[src/rtl/sevenop_pkg.sv]
package sevenop_pkg;
   localparam int unsigned N_OPS  = 7;
   localparam int unsigned GROW_W = $clog2(N_OPS);

   function automatic int unsigned total_width(input int unsigned opw);
      return opw + GROW_W;
   endfunction
endpackage

[src/rtl/sevenop_fa_cell.sv]
module sevenop_fa_cell (
   input  logic a_i,
   input  logic b_i,
   input  logic c_i,
   output logic s_o,
   output logic co_o
);
   always_comb begin
      s_o  = a_i ^ b_i ^ c_i;
      co_o = (a_i & b_i) | (a_i & c_i) | (b_i & c_i);
   end
endmodule

[src/rtl/sevenop_csa_row.sv]
// Three-to-two compressor row: one full-adder cell per column, carries kept
// as a separate vector and returned already moved up by one column.
module sevenop_csa_row #(
   parameter int unsigned W = 9
) (
   input  logic [W-1:0] x_i,
   input  logic [W-1:0] y_i,
   input  logic [W-1:0] z_i,
   output logic [W-1:0] sum_o,
   output logic [W-1:0] cys_o
);
   logic [W-1:0] cy;

   generate
      for (genvar i = 0; i < W; i++) begin : g_col
         if (i == W - 1) begin : g_top
            // carry out of the top column would leave the result width
            assign sum_o[i] = x_i[i] ^ y_i[i] ^ z_i[i];
            assign cy[i]    = 1'b0;
         end else begin : g_fa
            sevenop_fa_cell u_fa (
               .a_i (x_i[i]),
               .b_i (y_i[i]),
               .c_i (z_i[i]),
               .s_o (sum_o[i]),
               .co_o(cy[i])
            );
         end
      end
   endgenerate

   assign cys_o = {cy[W-2:0], 1'b0};
endmodule

[src/rtl/sevenop_cpa.sv]
// Final carry-propagate adder (ripple of full-adder cells).
module sevenop_cpa #(
   parameter int unsigned W = 9
) (
   input  logic [W-1:0] a_i,
   input  logic [W-1:0] b_i,
   output logic [W-1:0] s_o
);
   logic [W-1:0] c;

   assign c[0] = 1'b0;

   generate
      for (genvar i = 0; i < W; i++) begin : g_bit
         if (i == W - 1) begin : g_top
            assign s_o[i] = a_i[i] ^ b_i[i] ^ c[i];
         end else begin : g_fa
            sevenop_fa_cell u_fa (
               .a_i (a_i[i]),
               .b_i (b_i[i]),
               .c_i (c[i]),
               .s_o (s_o[i]),
               .co_o(c[i+1])
            );
         end
      end
   endgenerate
endmodule

[src/rtl/sevenop_csa_adder.sv]
module sevenop_csa_adder
   import sevenop_pkg::*;
#(
   parameter int unsigned OPW     = 6,
   parameter bit          REG_OUT = 1'b1
) (
   input  logic                    clk_i,
   input  logic                    rst_ni,
   input  logic [6:0][OPW-1:0]     opnd_i,
   output logic [OPW+2:0]          sum_o
);
   localparam int unsigned RW = total_width(OPW);

   generate
      if (OPW < 2) begin : g_chk_opw
         $error("sevenop_csa_adder: OPW must be at least 2");
      end
      if (RW != OPW + 3) begin : g_chk_rw
         $error("sevenop_csa_adder: result width must be OPW+3 for seven operands");
      end
   endgenerate

   // zero-extended operands
   logic [RW-1:0] ext [N_OPS];
   generate
      for (genvar j = 0; j < N_OPS; j++) begin : g_ext
         assign ext[j] = {{(RW-OPW){1'b0}}, opnd_i[j]};
      end
   endgenerate

   // level 1: 7 -> 5 (two rows, operand 6 passes through)
   logic [RW-1:0] l1_s [2];
   logic [RW-1:0] l1_c [2];
   generate
      for (genvar r = 0; r < 2; r++) begin : g_lvl1
         sevenop_csa_row #(.W(RW)) u_row (
            .x_i  (ext[3*r]),
            .y_i  (ext[3*r+1]),
            .z_i  (ext[3*r+2]),
            .sum_o(l1_s[r]),
            .cys_o(l1_c[r])
         );
      end
   endgenerate

   // level 2: 5 -> 4
   logic [RW-1:0] l2_s, l2_c;
   sevenop_csa_row #(.W(RW)) u_lvl2 (
      .x_i  (l1_s[0]),
      .y_i  (l1_c[0]),
      .z_i  (l1_s[1]),
      .sum_o(l2_s),
      .cys_o(l2_c)
   );

   // level 3: 4 -> 3
   logic [RW-1:0] l3_s, l3_c;
   sevenop_csa_row #(.W(RW)) u_lvl3 (
      .x_i  (l2_s),
      .y_i  (l2_c),
      .z_i  (l1_c[1]),
      .sum_o(l3_s),
      .cys_o(l3_c)
   );

   // level 4: 3 -> 2
   logic [RW-1:0] l4_s, l4_c;
   sevenop_csa_row #(.W(RW)) u_lvl4 (
      .x_i  (l3_s),
      .y_i  (l3_c),
      .z_i  (ext[6]),
      .sum_o(l4_s),
      .cys_o(l4_c)
   );

   // final carry-propagate addition
   logic [RW-1:0] total;
   sevenop_cpa #(.W(RW)) u_cpa (
      .a_i(l4_s),
      .b_i(l4_c),
      .s_o(total)
   );

   generate
      if (REG_OUT) begin : g_reg
         logic [RW-1:0] total_q;
         always_ff @(posedge clk_i or negedge rst_ni) begin
            if (!rst_ni) total_q <= '0;
            else         total_q <= total;
         end
         assign sum_o = total_q;
      end else begin : g_comb
         assign sum_o = total;
      end
   endgenerate
endmodule

[config.mk]
export PLATFORM = sky130hd
export DESIGN_NAME = sevenop_csa_adder
export DESIGN_NICKNAME = d
export VERILOG_FILES = /design/src/rtl/sevenop_pkg.sv /design/src/rtl/sevenop_fa_cell.sv /design/src/rtl/sevenop_csa_row.sv /design/src/rtl/sevenop_cpa.sv /design/src/rtl/sevenop_csa_adder.sv
export SDC_FILE = /design/constraint.sdc
export NUM_CORES = 1
export LEC_CHECK = 0
export ABC_CLOCK_PERIOD_IN_PS = 800
export BUFFER_PORTS_ARGS = -buffer_cell sky130_fd_sc_hd__buf_4
export CAP_MARGIN = 25
export CORE_MARGIN = 2
export CORE_UTILIZATION = 50
export CTS_CLUSTER_SIZE = 40
export DETAILED_ROUTE_END_ITERATION = 10
export HOLD_SLACK_MARGIN = 0.03
export PLACE_DENSITY = 0.85
export SLEW_MARGIN = 20
export SYNTH_ARGS = -nofsm -noshare
export SYNTH_HDL_FRONTEND = slang
export SYNTH_SLANG_ARGS = --single-unit
[constraint.sdc]
create_clock -name clk_i -period 0.8 [get_ports clk_i]
set_clock_uncertainty 0.05 [all_clocks]
set_input_delay 0.16 -clock clk_i [delete_from_list [all_inputs] [get_ports clk_i]]
set_output_delay 0.16 -clock clk_i [all_outputs]
set_load 0.1 [all_outputs]
==> qor.json <==
{
  "layout_min_cycle_time_ns": 4.25,
  "worst_slew_pin_slew_ns": 0.121,
  "crit_family": "adder cells",
  "hold_path_depth": 2,
  "most_common_library_cell_in_the_layout_ignoring_fill_and_taps": "sky130_fd_sc_hd__buf_4",
  "totalPowerFinal_mw": 6.77,
  "worstHoldStart": "opnd_i[36]",
  "dieWidth_um": 51.5,
  "die-height_um": 51.5,
  "slew_headroom_pct": 91.9,
  "std_cell_rows": 17,
  "ys_seq_elements": 9,
  "antenna_cells": 0,
  "vdd_drop_max_mv": 4.20,
  "routed-wl-met3_um": 173,
  "post-route-worst-setup-slack_ns": -3.45,
  "hold_slack_ns": 0.0985,
  "post_cts.repair.setup_buffers": 0,
  "finalSetupViolations": 18,
  "cpMaxStageDelayCell": "sky130_fd_sc_hd__fa_1",
  "placement.cell_area_um2": 1630,
  "grt_pass1_wl_mm": 4.04,
  "final_nets": 235,
  "route.top_layer_used": "met4",
  "timing.critical_path.arrival_ns": 4.33,
  "wirelength_met1_um": 645,
  "maxCapViolations": 0,
  "post_route_fraction_of_the_period_consumed_by_the_critical_path_pct": 531,
  "ff_latch_area_um2": 259,
  "drt-total-wl_mm": 2.39,
  "powerDensity_nw_per_um2": 3680,
  "die_area_um2": 2650,
  "flow.area_growth_from_synthesis_pct": 62.9,
  "worstPathMaxFanout": 1,
  "remaining_drc_errors": 0,
  "design_area_um2": 1840,
  "syn-instance-count": 95,
  "timing.critical_path.cells": "buf_8 > inv_8 > fa_1 > inv_1 > fa_1 > fa_1 > inv_1 > fa_1 > fa_2 > fa_2 > inv_2 > fa_2 > fa_2 > fa_2 > fa_1",
  "multi_input_area_um2": 786,
  "synth_area_um2": 1130,
  "htreeDepth": 1,
  "initial_utilization_pct": 52.0,
  "slew_viol_final": 0,
  "hold_viol": 0,
  "drtAntennaViolNets": 0,
  "avgViaCountPerCell": 4.47,
  "total_leakage_power_nw": 0.928,
  "grt_max_degree": 10,
  "cp.depth": 15,
  "rsz0062_at_grt": "true",
  "core_region_area_um2": 2170,
  "dp.final_hpwl_mm": 1.82,
  "crit_end": "sum_o[7]$_DFF_PN0_",
  "cp_slowest_stage_delay_ns": 0.55,
  "largest_register_ffs": 9,
  "yosysWarnings": 0,
  "grtUsageTotal_pct": 22.4,
  "syn-num-nets": 177,
  "inserted_clock_buffers": 3,
  "fillerInstances": 111,
  "io_buffer_count": 52,
  "drt_iter0_drc": 1,
  "clockBufferDepth": 2,
  "post_synth.cell_area_avg_um2": 11.9,
  "avgRoutedWirePerCell_um": 13.3,
  "path_buf_inv": 5,
  "wire_length_on_met2_mm": 1.51,
  "globalRoute.totalOverflow": 0,
  "place.gp.congestion": 0.634,
  "critPathRequiredTime_ns": 0.88,
  "timing.critical_path.from": "opnd_i[2]",
  "dr_total_vias": 805,
  "boundaryPins": 53,
  "via_count_of_the_first_global_routing_pass": 960,
  "cts.sinks": 9,
  "clkSlewWorstSetupHoldPaths_ns": 0.06,
  "hold_class": "in -> reg",
  "status": "finished, violations left",
  "max_freq_mhz": 236,
  "cts_tree": "done",
  "ys_types": 4,
  "share_of_layout_cells_above_drive_strength_1_pct": 55.9,
  "layout_common_cells": "sky130_fd_sc_hd__buf_4 (39), sky130_fd_sc_hd__inv_1 (36), sky130_fd_sc_hd__fa_1 (28)",
  "worstSetupPathType": "in -> reg",
  "clockRootBuffer": "sky130_fd_sc_hd__clkbuf_4",
  "antenna_found_initial": 0,
  "ys_seq_area_share_pct": 20.0,
  "drtPass1Iterations": 2,
  "cp-end-kind": "flop",
  "failed_checks": "setup timing",
  "timing.critical_path.from_type": "input port"
}
-- cell families after synthesis --
family	share of synthesized area, %
adder cells (fa/ha/maj)	64.1
flip-flops	20.0
buffers and inverters	16.0
-- what timing repair did --
| item | 4_1_cts | 5_1_grt |
|---|---|---|
| pin swaps | 9 | 6 |
| hold buffers | 1 | 0 |
| endpoints found under the setup margin | 18 | 18 |
| resized for setup | 39 | 3 |
| endpoints found under the hold margin | 9 | 0 |
-- worst min path at each step --
stage          slack, ns                 end
3_3_place_gp       -0.07  sum_o[8]$_DFF_PN0_
5_1_grt             0.08  sum_o[0]$_DFF_PN0_
6_report             0.1  sum_o[0]$_DFF_PN0_
2_1_floorplan      -0.19  sum_o[0]$_DFF_PN0_
3_5_place_dp       -0.06  sum_o[5]$_DFF_PN0_
4_1_cts             0.10  sum_o[0]$_DFF_PN0_
-- cells in the mapped netlist (all sizes together) --
| cell type | number | share of area, % |
|---|---|---|
| dfrtp | 9 | 20 |
| ha | 5 | 5.5 |
| fa | 33 | 59 |
| inv | 48 | 16 |
-- final cells by class --
class | instances | share of cell area, %
Clock buffer | 4 | 1.43
Inverter | 48 | 10.9
Multi-Input combinational cell | 38 | 42.8
Sequential cell | 9 | 14.1
Tap cell | 28 | 1.91
Timing Repair Buffer | 53 | 28.9
-- report_power, final --
group	internal (mW)	switching, mW	total (mW)
logic	2.18	3.17	5.34
clock network	0.192	0.154	0.346
registers	0.893	0.189	1.08
-- routing by layer --
layer,vias to the layer above,GRT usage [%]
met2,48,46.6
met4,0,7.46
met1,394,20.4
met5,-,0
met3,6,5.46
li1,357,-
-- through the flow --
step	utilization [%]	TNS [ns]	std cells	setup WS [ns]
after global routing	84.7	-25.75	180	-3.57
after detailed placement	75.3	-25.92	175	-3.81
after floorplan	-	-22.86	95	-3.52
final	84.7	-24.76	180	-3.45
after CTS	84.5	-24.94	180	-3.48
after global placement	75.3	-25.14	175	-3.70
Power figures use the tool's default switching activity.
